[config.mk]
export PLATFORM = sky130hd
export DESIGN_NAME = usec_timebase
export DESIGN_NICKNAME = d
export VERILOG_FILES = /design/src/rtl/usec_timebase_pkg.sv /design/src/rtl/usec_regs.sv /design/src/rtl/usec_frac_prescaler.sv /design/src/rtl/usec_counter.sv /design/src/rtl/usec_timebase.sv
export SDC_FILE = /design/constraint.sdc
export NUM_CORES = 1
export LEC_CHECK = 0
export BUFFER_PORTS_ARGS = -buffer_cell sky130_fd_sc_hd__buf_2
export CORE_MARGIN = 3
export CORE_UTILIZATION = 51
export CTS_CLUSTER_SIZE = 30
export DETAILED_ROUTE_END_ITERATION = 8
export PLACE_DENSITY_LB_ADDON = 0.08
export SYNTH_ARGS = -nofsm -noshare
export SYNTH_HDL_FRONTEND = slang
export SYNTH_SLANG_ARGS = --single-unit
export TNS_END_PERCENT = 30
[constraint.sdc]
create_clock -name clk_i -period 4.4 [get_ports clk_i]
set_input_delay 0.44 -clock clk_i [delete_from_list [all_inputs] [get_ports clk_i]]
set_output_delay 0.44 -clock clk_i [all_outputs]
set_load 0.03 [all_outputs]
[src/rtl/usec_timebase_pkg.sv]
package usec_timebase_pkg;
  localparam logic [7:0]  OFF_COUNT  = 8'h10;
  localparam logic [7:0]  OFF_CFG    = 8'h14;
  localparam logic [7:0]  OFF_FREEZE = 8'h4c;
  localparam logic [15:0] CFG_RESET  = 16'h000B;
endpackage

[src/rtl/usec_regs.sv]
module usec_regs
  import usec_timebase_pkg::*;
#(
  parameter int ADDR_W  = 8,
  parameter int DATA_W  = 32,
  parameter int FIELD_W = 8,
  parameter int CNT_W   = 32,
  localparam int CFG_W  = 2 * FIELD_W
) (
  input  logic              clk_i,
  input  logic              rst_ni,
  input  logic              wr_en_i,
  input  logic [ADDR_W-1:0] addr_i,
  input  logic [DATA_W-1:0] wdata_i,
  input  logic [CNT_W-1:0]  count_i,
  output logic [CFG_W-1:0]  cfg_o,
  output logic              freeze_o,
  output logic              cfg_wr_o,
  output logic [DATA_W-1:0] rdata_o
);
  logic sel_cfg, sel_frz, sel_cnt;
  logic unused_wdata;

  assign sel_cnt = addr_i == ADDR_W'(OFF_COUNT);
  assign sel_cfg = addr_i == ADDR_W'(OFF_CFG);
  assign sel_frz = addr_i == ADDR_W'(OFF_FREEZE);
  assign cfg_wr_o = wr_en_i && sel_cfg;
  assign unused_wdata = ^wdata_i[DATA_W-1:CFG_W];

  always_ff @(posedge clk_i or negedge rst_ni) begin
    if (!rst_ni) begin
      cfg_o    <= CFG_W'(CFG_RESET);
      freeze_o <= 1'b0;
    end else if (wr_en_i) begin
      if (sel_cfg) cfg_o    <= wdata_i[CFG_W-1:0];
      if (sel_frz) freeze_o <= wdata_i[0];
    end
  end

  always_comb begin
    rdata_o = '0;
    if (sel_cnt)      rdata_o = DATA_W'(count_i);
    else if (sel_cfg) rdata_o = DATA_W'(cfg_o);
    else if (sel_frz) rdata_o = DATA_W'(freeze_o);
  end
endmodule

[src/rtl/usec_frac_prescaler.sv]
module usec_frac_prescaler #(
  parameter int FIELD_W = 8,
  localparam int ACC_W  = FIELD_W + 2
) (
  input  logic               clk_i,
  input  logic               rst_ni,
  input  logic [FIELD_W-1:0] dividend_m1_i,
  input  logic [FIELD_W-1:0] divisor_m1_i,
  input  logic               freeze_i,
  input  logic               clear_i,
  output logic               step_o,
  output logic [ACC_W-1:0]   acc_o
);
  logic [ACC_W-1:0] inc, modulus, sum;

  assign inc     = ACC_W'(dividend_m1_i) + ACC_W'(1);
  assign modulus = ACC_W'(divisor_m1_i) + ACC_W'(1);
  assign sum     = acc_o + inc;
  assign step_o  = !freeze_i && !clear_i && (sum >= modulus);

  always_ff @(posedge clk_i or negedge rst_ni) begin
    if (!rst_ni)       acc_o <= '0;
    else if (clear_i)  acc_o <= '0;
    else if (freeze_i) acc_o <= acc_o;
    else if (step_o)   acc_o <= sum - modulus;
    else               acc_o <= sum;
  end
endmodule

[src/rtl/usec_counter.sv]
module usec_counter #(
  parameter int CNT_W = 32
) (
  input  logic             clk_i,
  input  logic             rst_ni,
  input  logic             step_i,
  output logic [CNT_W-1:0] count_o,
  output logic             tick_o
);
  always_ff @(posedge clk_i or negedge rst_ni) begin
    if (!rst_ni) begin
      count_o <= '0;
      tick_o  <= 1'b0;
    end else begin
      count_o <= count_o + CNT_W'(step_i);
      tick_o  <= step_i;
    end
  end
endmodule

[src/rtl/usec_timebase.sv]
module usec_timebase #(
  parameter int ADDR_W  = 8,
  parameter int DATA_W  = 32,
  parameter int FIELD_W = 8,
  parameter int CNT_W   = 32,
  localparam int CFG_W  = 2 * FIELD_W,
  localparam int ACC_W  = FIELD_W + 2
) (
  input  logic              clk_i,
  input  logic              rst_ni,
  input  logic              wr_en_i,
  input  logic [ADDR_W-1:0] addr_i,
  input  logic [DATA_W-1:0] wdata_i,
  output logic [DATA_W-1:0] rdata_o,
  output logic              tick_o
);
  logic [CFG_W-1:0] cfg_q;
  logic             freeze_q;
  logic             cfg_wr;
  logic             step;
  logic [ACC_W-1:0] acc_q;
  logic [CNT_W-1:0] count_q;

  usec_regs #(
    .ADDR_W(ADDR_W), .DATA_W(DATA_W), .FIELD_W(FIELD_W), .CNT_W(CNT_W)
  ) u_regs (
    .clk_i(clk_i), .rst_ni(rst_ni), .wr_en_i(wr_en_i), .addr_i(addr_i),
    .wdata_i(wdata_i), .count_i(count_q), .cfg_o(cfg_q), .freeze_o(freeze_q),
    .cfg_wr_o(cfg_wr), .rdata_o(rdata_o)
  );

  usec_frac_prescaler #(.FIELD_W(FIELD_W)) u_presc (
    .clk_i(clk_i), .rst_ni(rst_ni),
    .dividend_m1_i(cfg_q[CFG_W-1:FIELD_W]), .divisor_m1_i(cfg_q[FIELD_W-1:0]),
    .freeze_i(freeze_q), .clear_i(cfg_wr), .step_o(step), .acc_o(acc_q)
  );

  usec_counter #(.CNT_W(CNT_W)) u_cnt (
    .clk_i(clk_i), .rst_ni(rst_ni), .step_i(step),
    .count_o(count_q), .tick_o(tick_o)
  );
endmodule

; Yosys cells after proc, flatten, opt, wreduce, memory -nomap -nowiden
; Index checks and enable logic that the tools add are counted.
[op_classes]
n_addsub = 5
n_lt_le_gt_ge = 1
eq_ne = 4
n_mux = 6
n_reduce_logical = 7
[ops]
columns = cell, count
row1 = 2-to-1 mux 32 bit, 2
row2 = adder 32 x 1 -> 32 bit, 1
row3 = 2-to-1 mux 10 bit, 3
row4 = adder 8 x 1 -> 9 bit (second input constant), 2
row5 = == test 8 x 5 -> 1 bit (second input constant), 2
row6 = adder 10 bit, 1
row7 = greater-or-equal comparator 10 bit, 1
row8 = subtractor 10 bit, 1
row9 = == test 8 x 7 -> 1 bit (second input constant), 1
row10 = AND reduction 2 bit, 2
row11 = logical AND 1 bit, 3
row12 = zero test 1 bit, 2
row13 = inequality test 2 x 1 -> 1 bit (second input constant), 1
row14 = 2-to-1 mux 1 bit, 1
[totals]
register_bits = 60
in_bits = 43
out_inout_bits = 33

; Logic depth before layout (Yosys ltp)
; Gate-level depths: netlist of run 1.
[depth]
word_depth = 8
mapped_depth = 25
depth_no_buf = 23

; By module
; A second synthesis of run 1 with hierarchy kept.
[unflattened]
cells_unflattened = 431
hier_area_um2 = 4157.7
[by_module_without_submodules]
columns = mod, instances, cells_per_inst, area_each_um2
row1 = usec_frac_prescaler, 1, 199, 1591.5
row2 = usec_counter, 1, 132, 1506.4
row3 = usec_regs, 1, 100, 1059.8

; Worst setup path before layout of run 1
; Ideal clock, no wire load.
[synth_path]
kind = register -> register
startpoint = register u_regs.cfg_o[8]
endpoint = register u_cnt.count_o[30]
arrival_ns = 4.748
required_time_ns = 4.320
path_slack_ns = -0.428
path_stages_with_launch = 26
n_path_buf = 2
period_less_slack_ns = 4.828
path_cell_list = dfrtp_1 -> ha_1 -> nand3_1 -> nor2_1 -> xor2_1 -> ha_1 -> a21oi_1 -> o211a_1 -> or2_2 -> xnor2_1 -> ha_1 -> nand4_1 -> a311oi_1 -> a211oi_1 -> and3_1 -> buf_6 -> nor3_1 -> ha_1 -> ha_1 -> nand2_1 -> or2_2 -> nor3_2 -> and4_1 -> buf_2 -> and3b_1 -> xnor2_1
[synth_between]
elab_chain_cells = 5
[synth_lines]
columns = item, line
row1 = from (decl), usec_regs.sv:16  ; output logic [CFG_W-1:0] cfg_o,
row2 = from (signal assigned), usec_regs.sv:32  ; cfg_o <= CFG_W'(CFG_RESET);
row3 = from (signal assigned), usec_regs.sv:35  ; if (sel_cfg) cfg_o <= wdata_i[CFG_W-1:0];
row4 = adder 8 x 1 -> 9 bit, usec_frac_prescaler.sv:16  ; assign inc = ACC_W'(dividend_m1_i) + ACC_W'(1);
row5 = adder 10 bit, usec_frac_prescaler.sv:18  ; assign sum = acc_o + inc;
row6 = greater-or-equal comparator 10 bit, usec_frac_prescaler.sv:19  ; assign step_o = !freeze_i && !clear_i && (sum >= modulus);
row7 = logical AND 1 bit, usec_frac_prescaler.sv:19
row8 = via step, usec_timebase.sv:20  ; logic step;
row9 = adder 32 x 1 -> 32 bit, usec_counter.sv:15  ; count_o <= count_o + CNT_W'(step_i);
row10 = to (signal assigned), usec_counter.sv:15
row11 = to (decl), usec_counter.sv:7  ; output logic [CNT_W-1:0] count_o,
; The timed path passes the listed nets, and every way through them passes these cells.
; A chain may end at the register's enable or synchronous reset.

; Worst setup path after layout of run 1
[layout_path]
startpoint = register u_regs.cfg_o[9]
endpoint = register u_cnt.count_o[30]
; Same word-level chain as after synthesis.

==> flow_metrics.py, run 1 <==
metrics = {
    "power_and_ir_drop": {
        "leakage_nw": 2.610,
        "p_clk_frac": 0.172,
        "power.internal_mw": 1.914,
        "p_seq_frac": 0.247,
        "vdd_drop_max_v": 0.0003618,
        "p_switching_mw": 1.194,
        "pwr-share-comb": 0.581,
        "swShare": 0.3841,
        "p_per_area_mw_per_mm2": 576.3,
    },
    "clock_tree": {
        "clock_path_buffers": 2,
        "ctsHoldBuffers": 0,
        "clk_pin_slew_worst_paths_ns": 0.07,
        "cts_made_buffers": 9,
        "clock_latency_ns": 0.33,
        "cts_max_level": 3,
        "cts_sinks": 60,
        "cts_root_buffer": "clkbuf_8",
        "cts_tree": "done",
    },
    "finish": {
        "finalInstanceArea_mm2": 0.005393,
        "nNetsFinal": 620,
        "fillers": 556,
        "multi_input_area_mm2": 0.002640,
        "mostFrequentLayoutCell": "buf_4",
        "layout_common_cells": "71 x buf_4, 59 x buf_2, 57 x dfrtp_1",
        "areaGrowthSynthToFinish_pct": 33.44,
        "drive_above_1_share": 0.3849,
        "seq_area_mm2": 0.001505,
        "antenna-diode-count": 0,
    },
    "timing": {
        "setup_violations": 18,
        "fmax_mhz": 212.9,
        "min_period_ns": 4.696,
        "finalMaxSlewViolations": 0,
        "rsz0062_at_grt": "true",
        "hold_viol_final": 0,
        "slew_headroom": 0.6014,
        "worst_slew_pin_slew_ns": 0.5980,
        "clock_skew_ns": 0.007580,
        "timing.final.ws_setup_ns": -0.2961,
        "finalCritPeriodShare": 1.067,
    },
    "critical_path": {
        "critPathLaunchType": "flop",
        "cpPeakStageDelay_ns": 0.39,
        "required_ns": 4.66,
        "path_cells": "buf_6 -> and3_4 -> nand3_4 -> xnor2_2 -> ha_1 -> nand3_1 -> o211ai_1 -> nor2_1 -> xnor2_2 -> ha_1 -> nand4_1 -> a311oi_2 -> a211oi_2 -> and3_4 -> nor3_4 -> ha_2 -> buf_6 -> ha_4 -> nand2_2 -> or2_4 -> nor3_4 -> and4_4 -> and3b_1 -> xnor2_1",
        "cp_data_arrival_time_ns": 4.96,
        "crit_slowest_cell": "dfrtp_1",
        "path_max_fanout": 5,
        "endpoint_kind": "flop",
        "worst_path_dominant_cell_family": "simple AND/OR/NAND/NOR gates",
        "crit_type": "reg -> reg",
        "path_buf_inv": 2,
    },
    "yosys": {
        "yosysTopAreaCellShare": 0.3529,
        "synth_cell_types": 59,
        "synth-seq-area-share": 0.3724,
        "synth_ff_type": "dfrtp_1",
        "syn_avg_cell_area_um2": 9.622,
        "synth_fp_nets": 488,
        "synth_seq_cells": 60,
        "synth_area_mm2": 0.004041,
        "synth_area_leaders": "dfrtp_1 35%, xnor2_1 7.6%, ha_1 7.1%",
        "synth_top_cell_by_area": "dfrtp_1",
        "synth_edf_count": 0,
        "syn_inst": 420,
        "synthArstFlopShare": 1.000,
        "synth_warnings": 0,
    },
    "floorplanning": {
        "coreArea_mm2": 0.007486,
        "rows": 31,
        "io_pins": 76,
        "die_w_um": 95.02,
        "die-area_mm2": 0.009029,
        "die_h_um": 95.02,
        "start_util": 0.5399,
    },
    "drt": {
        "drcViolationCount": 0,
        "routed_wl_um": 10100,
        "num_vias": 3495,
        "wl_per_cell_um": 15.42,
        "firstDrtPassIters": 4,
        "vias_per_cell": 5.336,
        "ant_nets": 0,
        "drtIter0Drc": 107,
    },
    "global_route": {
        "grt_use_total": 0.2325,
        "overflow": 0,
        "grt_pass1_vias": 3369,
        "grt_first_pass_wirelength_um": 16170,
        "grt_max_degree": 40,
        "grt_busiest_layer": "met2",
        "use_met1": 0.3194,
        "antenna_found_initial": 0,
        "use_met2": 0.3787,
        "grt_use_met3": 0.03552,
    },
    "placed_design": {
        "gp_congestion": 0.9121,
        "postPlaceCellArea_mm2": 0.004820,
        "dp_slack_ns": -0.5197,
        "port_buffers": 59,
        "place_hpwl_um": 7140,
    },
    "status": {
        "violations": "setup timing",
        "outcome": "finished, violations left",
    },
    "worst_hold_path": {
        "hp-class": "in -> async",
    },
    "run": {
        "maxCapViolations": 0,
    },
}
==> power by group through the flow <==
stage | clock network (mW) | logic [mW] | registers [mW]
final | 0.534 | 1.81 | 0.767
after global routing | 0.571 | 1.99 | 0.783
after CTS | 0.544 | 1.73 | 0.764
after detailed placement | 0 | 1.58 | 0.774
after global placement | 0 | 1.55 | 0.773
after floorplan | 0 | 1.08 | 0.751
==> flip-flops by register name, summed over array words and instances, names as in the netlist <==
signal           flops
u_presc.acc_o       10
u_regs.freeze_o      1
u_regs.cfg_o        16
u_cnt.tick_o         1
u_cnt.count_o       32
==> cell usage after synthesis (2+ instances only) <==
cell,instances
nor2_4,2
and4_1,3
nor2b_1,2
o21ai_0,10
or3_1,2
and3_1,10
xor2_1,19
and2_1,16
o21a_1,4
a311oi_1,3
a21o_1,2
o211ai_1,2
nand3_1,20
nor3_1,10
mux2_2,14
o21bai_1,4
buf_6,5
dfstp_2,3
buf_4,2
nand4_1,9
or2_2,4
ha_1,23
buf_2,2
nand2_1,33
clkbuf_1,3
xnor2_1,35
a21oi_1,12
dfrtp_1,57
a211oi_1,6
nor2_1,46
nand4b_1,2
inv_1,12
mux2i_1,16
fa_1,2
==> worst register-to-register path: cells and delay by family (launching register included) <==
family                     cells  cell delay, ns
DFF                            1            0.39
and+or+nand+nor               12            1.92
buffers and inverters          2            0.21
xor gates and xnor gates       3            0.43
adders and majority gates      4            1.04
AOI/OAI and AO/OA              3            0.64
==> layer usage <==
| layer | wire length [µm] | up-vias |
|---|---|---|
| met5 | 0 | - |
| met4 | 135 | 0 |
| met3 | 310 | 10 |
| met2 | 4895 | 65 |
| met1 | 4760 | 1671 |
| li1 | - | 1749 |
==> kinds of logic after synthesis <==
family / after synthesis / share of synthesized area
multiplexers: 31 / 0.08142
adder cells (fa/ha/maj): 25 / 0.08112
flip-flops: 60 / 0.3724
AO/OA/AOI/OAI: 54 / 0.09226
buffers and inverters: 25 / 0.03498
AND/OR/NAND/NOR: 171 / 0.2207
XOR/XNOR: 54 / 0.1170
==> path summary, 6_finish.rpt <==
| kind | depth (start not counted) | from | slack [ns] | end |
|---|---|---|---|---|
| min | 1 | rst_ni | 0.08 | u_regs.freeze_o |
| max | 24 | u_regs.cfg_o[9] | -0.30 | u_cnt.count_o[30] |
| min in group clk_i | 3 | wdata_i[5] | 0.31 | u_regs.cfg_o[5] |
| max reg2reg | 24 | u_regs.cfg_o[9] | -0.30 | u_cnt.count_o[30] |
| max in group asynchronous | 2 | rst_ni | 3.41 | u_presc.acc_o[2] |
| min reg2reg | 1 | u_cnt.count_o[27] | 0.47 | u_cnt.count_o[27] |
==> through the flow <==
stage	cells	hold WS, ns	utilization	setup TNS [ns]	power (mW)
finish	655	0.07977	0.7204	-3.025	3.108
global route	655	0.09127	0.7204	-8.387	3.341
CTS	651	0.08992	0.7000	-1.786	3.038
detailed placement	616	0.4465	0.6438	-5.766	2.351
global placement	616	0.4505	0.6438	-2.791	2.318
floorplan	420	0.1444	-	-0.6979	1.833
==> area by class of cell <==
type / count / area share
clock buffer: 10 / 0.02367
clock inverter: 5 / 0.01439
inverter: 12 / 0.008353
multi-input combinational: 335 / 0.4896
sequential: 60 / 0.2791
tap: 99 / 0.02297
timing repair buffer: 134 / 0.1619
==> repair_timing <==
item / 4_1_cts / 5_1_grt
pin swaps: 19 / 7
setup buffers: 20 / 4
endpoints found under the setup margin: 19 / 30
resized for setup: 12 / 25
No activity file was read; power rests on OpenSTA's default activity.
==> run 2, diff against run 1 <==
--- a/config.mk
+++ b/config.mk
@@ -5,6 +5,7 @@
 export SDC_FILE = /design/constraint.sdc
 export NUM_CORES = 1
 export LEC_CHECK = 0
+export ABC_AREA = 1
 export BUFFER_PORTS_ARGS = -buffer_cell sky130_fd_sc_hd__buf_2
 export CORE_MARGIN = 3
 export CORE_UTILIZATION = 51
==> flow_metrics.py, run 2 <==
metrics = {
    "status": {
        "outcome": "finished, final reports clean",
    },
    "finish": {
        "top_regs": "u_cnt.count_o: 32 flops, u_regs.cfg_o: 16 flops, u_presc.acc_o: 10 flops",
        "areaGrowthSynthToFinish_pct": 26.62,
        "fillers": 673,
        "antenna-diode-count": 0,
        "mostFrequentLayoutCell": "nand2_1",
        "seq_area_mm2": 0.001506,
        "nNetsFinal": 713,
        "drive_above_1_share": 0.2589,
        "layout_common_cells": "106 x nand2_1, 85 x inv_1, 59 x nor2_1, 59 x buf_2, 56 x dfrtp_1",
        "regMostFlops": "u_cnt.count_o",
        "largest_reg_flops": 32,
        "post-route-util": 0.6720,
        "multi_input_area_mm2": 0.002457,
    },
    "timing": {
        "worst_slew_pin_slew_ns": 0.9320,
        "rsz0062_at_grt": "true",
        "timing.final.ws_setup_ns": 0.2193,
        "finalCritPeriodShare": 0.9502,
        "fmax_mhz": 239.2,
        "setup_violations": 0,
        "hold_viol_final": 0,
        "slew_headroom": 0.3780,
        "clock_skew_ns": 0.009155,
        "finalMaxSlewViolations": 0,
        "min_period_ns": 4.181,
    },
    "drt": {
        "firstDrtPassIters": 5,
        "num_vias": 3852,
        "drcViolationCount": 0,
        "vias_per_cell": 5.129,
        "ant_nets": 0,
        "drtIter0Drc": 194,
        "wl_per_cell_um": 14.00,
        "routed_wl_um": 10510,
    },
    "critical_path": {
        "cpPeakStageDelay_ns": 0.42,
        "path_buf_inv": 3,
        "worst_r2r_path_depth": 30,
        "critPathLaunchType": "flop",
        "cpMostUsedCell": "nand2_2",
        "endpoint_kind": "flop",
        "worst_path_dominant_cell_family": "simple AND/OR/NAND/NOR gates",
        "path_max_fanout": 3,
        "crit_type": "reg -> reg",
        "worst_r2r_endpoint": "u_cnt.count_o[28]",
        "cp_data_arrival_time_ns": 4.44,
        "crit_start": "u_regs.cfg_o[8]",
        "crit_end": "u_cnt.count_o[28]",
        "required_ns": 4.66,
        "r2r_start": "u_regs.cfg_o[8]",
        "worst-r2r-setup-slack_ns": 0.22,
        "crit_slowest_cell": "fa_1",
        "crit_cells": 30,
    },
    "yosys": {
        "synth.cells.most_frequent": "111 x nand2_1, 86 x inv_1, 65 x nor2_1",
        "synth-seq-area-share": 0.3651,
        "syn_avg_cell_area_um2": 7.606,
        "synthArstFlopShare": 1.000,
        "synth_warnings": 0,
        "synth_area_leaders": "dfrtp_1 35%, nand2_1 10%, xor2_1 9.6%",
        "synth_fp_nets": 610,
        "synth_cell_types": 36,
        "synth_top_cell_by_area": "dfrtp_1",
        "synth_area_mm2": 0.004123,
        "synth_seq_cells": 60,
        "yosysTopAreaCellShare": 0.3460,
        "synth_edf_count": 0,
        "synth_ff_type": "dfrtp_1",
        "synth.most_common_cell": "nand2_1",
        "syn_inst": 542,
    },
    "global_route": {
        "grt_use_total": 0.2425,
        "antenna_found_initial": 0,
        "grt_pass1_vias": 3682,
        "overflow": 0,
        "grt_first_pass_wirelength_um": 17060,
        "grt_max_degree": 61,
    },
    "clock_tree": {
        "cts_tree": "done",
        "cts_root_buffer": "clkbuf_8",
        "cts_sinks": 60,
        "cts_made_buffers": 9,
        "clock_latency_ns": 0.34,
        "cts_max_level": 3,
        "clock_path_buffers": 2,
        "ctsHoldBuffers": 0,
        "clk_pin_slew_worst_paths_ns": 0.07,
    },
    "power_and_ir_drop": {
        "vdd_drop_max_v": 0.0002625,
        "p_per_area_mw_per_mm2": 598.8,
        "leakage_nw": 2.894,
    },
    "floorplanning": {
        "rows": 32,
        "die-area_mm2": 0.009199,
        "die_h_um": 95.91,
        "start_util": 0.5308,
        "coreArea_mm2": 0.007767,
        "die_w_um": 95.91,
        "io_pins": 76,
    },
    "placed_design": {
        "port_buffers": 59,
        "gp_congestion": 0.8689,
        "place_hpwl_um": 7991,
        "dp_slack_ns": -0.1983,
    },
    "worst_hold_path": {
        "hp-class": "in -> async",
    },
    "run": {
        "maxCapViolations": 0,
    },
}
run 2: cell types whose count changed after synthesis, moves of 12 or more:
cell and change:
nand2_1 +78, and2_1 -16, xor2_1 +26, mux2i_1 -16, inv_1 +74, a21oi_1 +16, mux2_2 -12, nor2_1 +19
xnor2_1 -27
run 2: layout make-up:
type	count	area share
Clock buffer	14	0.03308
Tap cell	102	0.02445
Clock inverter	1	0.005753
Timing Repair Buffer	99	0.1141
Multi-Input combinational cell	387	0.4708
Sequential cell	60	0.2886
Inverter	88	0.06328
run 2: how the worst min path moves through the flow:
stage / slack (ns) / start / end
global route: 0.30 / rst_ni / u_regs.cfg_o[6]
global placement: 0.46 / u_cnt.count_o[30] / u_cnt.count_o[30]
CTS: 0.29 / rst_ni / u_regs.cfg_o[6]
finish: 0.25 / rst_ni / u_regs.cfg_o[6]
detailed placement: 0.46 / u_cnt.count_o[30] / u_cnt.count_o[30]
floorplan: 0.14 / rst_ni / u_cnt.count_o[0]
run 2: routing by layer:
layer  part of all wire  GRT usage  up-vias  wire length [µm]
met1               0.42     0.3062     1821              4436
li1                   -          -     1930                 -
met3              0.037    0.04066       16               392
met4              0.016    0.07583        0               167
met2               0.52     0.4227       85              5516
met5                  0          0        -                 0
run 2: kinds of logic (layout without fill, tap and decap cells):
| logic type | Yosys count | after routing | synth area share |
|---|---|---|---|
| flip-flops | 60 | 60 | 0.3651 |
| AO/OA/AOI/OAI | 54 | 54 | 0.07314 |
| adder cells (fa/ha/maj) | 25 | 25 | 0.07952 |
| XOR/XNOR | 53 | 53 | 0.1126 |
| buffers and inverters | 95 | 202 | 0.08740 |
| multiplexers | 2 | 2 | 0.005462 |
| AND/OR/NAND/NOR | 253 | 253 | 0.2768 |
run 2: metrics by stage:
stage | hold WS, ns | cells | instance area [µm²] | TNS [ns] | total power [mW]
floorplan | 0.1444 | 542 | 4123 | 0 | 1.818
global placement | 0.4580 | 727 | 4748 | -0.7215 | 2.288
detailed placement | 0.4639 | 727 | 4748 | -1.493 | 2.330
CTS | 0.2930 | 748 | 5082 | 0 | 2.959
global route | 0.2984 | 751 | 5220 | -0.2546 | 3.415
finish | 0.2476 | 751 | 5220 | 0 | 3.126
run 2: report_power, final:
| part | leakage (nW) | internal (mW) | switching (mW) |
|---|---|---|---|
| Sequential | 0.668 | 0.617 | 0.0638 |
| Combinational | 2.12 | 0.886 | 1.04 |
| Clock | 0.103 | 0.306 | 0.210 |
| Total | 2.89 | 1.81 | 1.32 |
run 2: repair_timing:
action                     CTS  global route
resized for setup           18            24
setup endpoints to repair   14            17
buffers inserted             6             3
pin swaps                   12            24
==> run 3, diff against run 2 <==
==> constraint.sdc (replaced) <==
create_clock -name clk_i -period 4.4 [get_ports clk_i]
set_input_delay 0 -clock clk_i [delete_from_list [all_inputs] [get_ports clk_i]]
set_output_delay 0 -clock clk_i [all_outputs]
set_load 0.03 [all_outputs]
==> flow_metrics.py, run 3 (synthesis results as in run 2) <==
metrics = {
    "status": {
        "outcome": "finished, final reports clean",
    },
    "timing": {
        "min_period_ns": 4.188,
        "timing.final.ws_setup_ns": 0.2124,
        "fmax_mhz": 238.8,
        "hold_viol_final": 0,
        "rsz0062_at_grt": "true",
        "finalCritPeriodShare": 0.9517,
        "clock_skew_ns": 0.01564,
        "finalMaxSlewViolations": 0,
        "setup_violations": 0,
        "slew_headroom": 0.4118,
        "worst_slew_pin_slew_ns": 0.8813,
    },
    "floorplanning": {
        "io_pins": 76,
        "die_h_um": 95.91,
        "rows": 32,
        "start_util": 0.5308,
        "die_w_um": 95.91,
        "die-area_mm2": 0.009199,
        "coreArea_mm2": 0.007767,
    },
    "critical_path": {
        "crit_end": "u_cnt.count_o[28]",
        "crit_cells": 31,
        "r2r_start": "u_regs.cfg_o[9]",
        "cpPeakStageDelay_ns": 0.39,
        "crit_slowest_cell": "dfrtp_1",
        "worst_r2r_endpoint": "u_cnt.count_o[28]",
        "cpMostUsedCell": "nand2_2",
        "worst_path_dominant_cell_family": "simple AND/OR/NAND/NOR gates",
        "cp_data_arrival_time_ns": 4.44,
        "worst_r2r_path_depth": 31,
        "path_max_fanout": 4,
        "worst-r2r-setup-slack_ns": 0.21,
        "critPathLaunchType": "flop",
        "endpoint_kind": "flop",
        "required_ns": 4.65,
        "crit_type": "reg -> reg",
        "path_buf_inv": 3,
        "crit_start": "u_regs.cfg_o[9]",
    },
    "worst_hold_path": {
        "hp-class": "in -> reg",
    },
    "finish": {
        "drive_above_1_share": 0.2674,
        "areaGrowthSynthToFinish_pct": 31.65,
        "antenna-diode-count": 0,
        "regMostFlops": "u_cnt.count_o",
        "mostFrequentLayoutCell": "nand2_1",
        "top_regs": "u_cnt.count_o: 32 flops, u_regs.cfg_o: 16 flops, u_presc.acc_o: 10 flops",
        "nNetsFinal": 727,
        "instances_no_fill": 764,
        "layout_common_cells": "100 x nand2_1, 83 x inv_1, 59 x buf_2",
        "largest_reg_flops": 32,
    },
    "power_and_ir_drop": {
        "leakage_nw": 2.967,
        "vdd_drop_max_v": 0.0003160,
        "p_per_area_mw_per_mm2": 591.5,
    },
    "global_route": {
        "grt_busiest_layer": "met2",
        "use_met1": 0.3157,
        "grt_max_degree": 61,
        "grt_first_pass_wirelength_um": 17820,
        "use_met2": 0.4435,
        "grt_pass1_vias": 3820,
        "grt_use_met3": 0.03987,
        "grt_use_total": 0.2514,
        "antenna_found_initial": 0,
        "overflow": 0,
    },
    "drt": {
        "ant_nets": 0,
        "routed_wl_um": 11360,
        "firstDrtPassIters": 5,
        "drtIter0Drc": 167,
        "drcViolationCount": 0,
        "wl_per_cell_um": 14.87,
        "vias_per_cell": 5.154,
        "num_vias": 3938,
    },
    "placed_design": {
        "dp_slack_ns": -0.02819,
        "dp_cells": 722,
        "port_buffers": 59,
        "place_hpwl_um": 8309,
        "gp_congestion": 0.8948,
    },
    "clock_tree": {
        "cts_made_buffers": 9,
        "clk_pin_slew_worst_paths_ns": 0.07,
        "cts_max_level": 3,
        "clock_latency_ns": 0.34,
        "clock_path_buffers": 2,
        "cts_sinks": 60,
        "cts_tree": "done",
        "cts_root_buffer": "clkbuf_8",
    },
    "run": {
        "maxCapViolations": 0,
    },
}
## run 3: cell type report
cell class                      count  area [µm²]
Multi-Input combinational cell    387        2507
Fill cell                         653        2340
Sequential cell                    60        1506
Timing Repair Buffer              113       747.0
Inverter                           88       330.3
Clock buffer                       13       178.9
Tap cell                          102       127.6
Clock inverter                      1       30.03
## run 3: worst min path at each step
stage                        from               end  slack [ns]  depth (start not counted)
after floorplan            rst_ni  u_cnt.count_o[0]       -0.30                          0
after global placement     rst_ni  u_presc.acc_o[7]        0.20                          2
after detailed placement   rst_ni   u_regs.cfg_o[6]        0.22                          2
after CTS                 wr_en_i   u_regs.freeze_o        0.03                          5
after global routing      wr_en_i   u_regs.freeze_o        0.07                          5
final                     wr_en_i   u_regs.freeze_o        0.04                          5
## run 3: routing by layer
metal	routed length [µm]	part of all wire
met1	4735	0.42
met4	217	0.019
met3	426	0.038
met5	0	0
met2	5978	0.53
## run 3: report_power, final
group	switching, mW	internal, mW	total (mW)
Combinational	1.09	0.900	1.99
Clock	0.218	0.318	0.536
Sequential	0.0640	0.616	0.680
## run 3: per-stage QoR
stage               hold slack [ns]  area (µm²)   TNS, ns  power, mW  utilization
CTS                         0.03122        5186         0      2.955       0.6677
global placement             0.2031        4711         0      2.295       0.6065
floorplan                   -0.2956        4123         0      1.818            -
global route                0.06982        5428   -0.4360      3.471       0.6988
detailed placement           0.2151        4711  -0.03140      2.330       0.6065
finish                      0.03842        5428         0      3.211       0.6988
## run 3: repair_timing
action / CTS / global route
endpoints found under the setup margin: 6 / 22
hold buffers: 17 / 0
resized for setup: 13 / 44
buffers inserted: 4 / 7
pin swaps: 6 / 25
hold endpoints to repair: 74 / 0
## run 3: worst reg2reg max path: cells and delay by family, from the launching register on
kind            cells  cell delay [ns]
simple gates       17             1.71
fa+ha+maj           5             1.10
flops               1             0.39
buf+inv             3             0.31
compound gates      4             0.30
xor+xnor            2             0.30
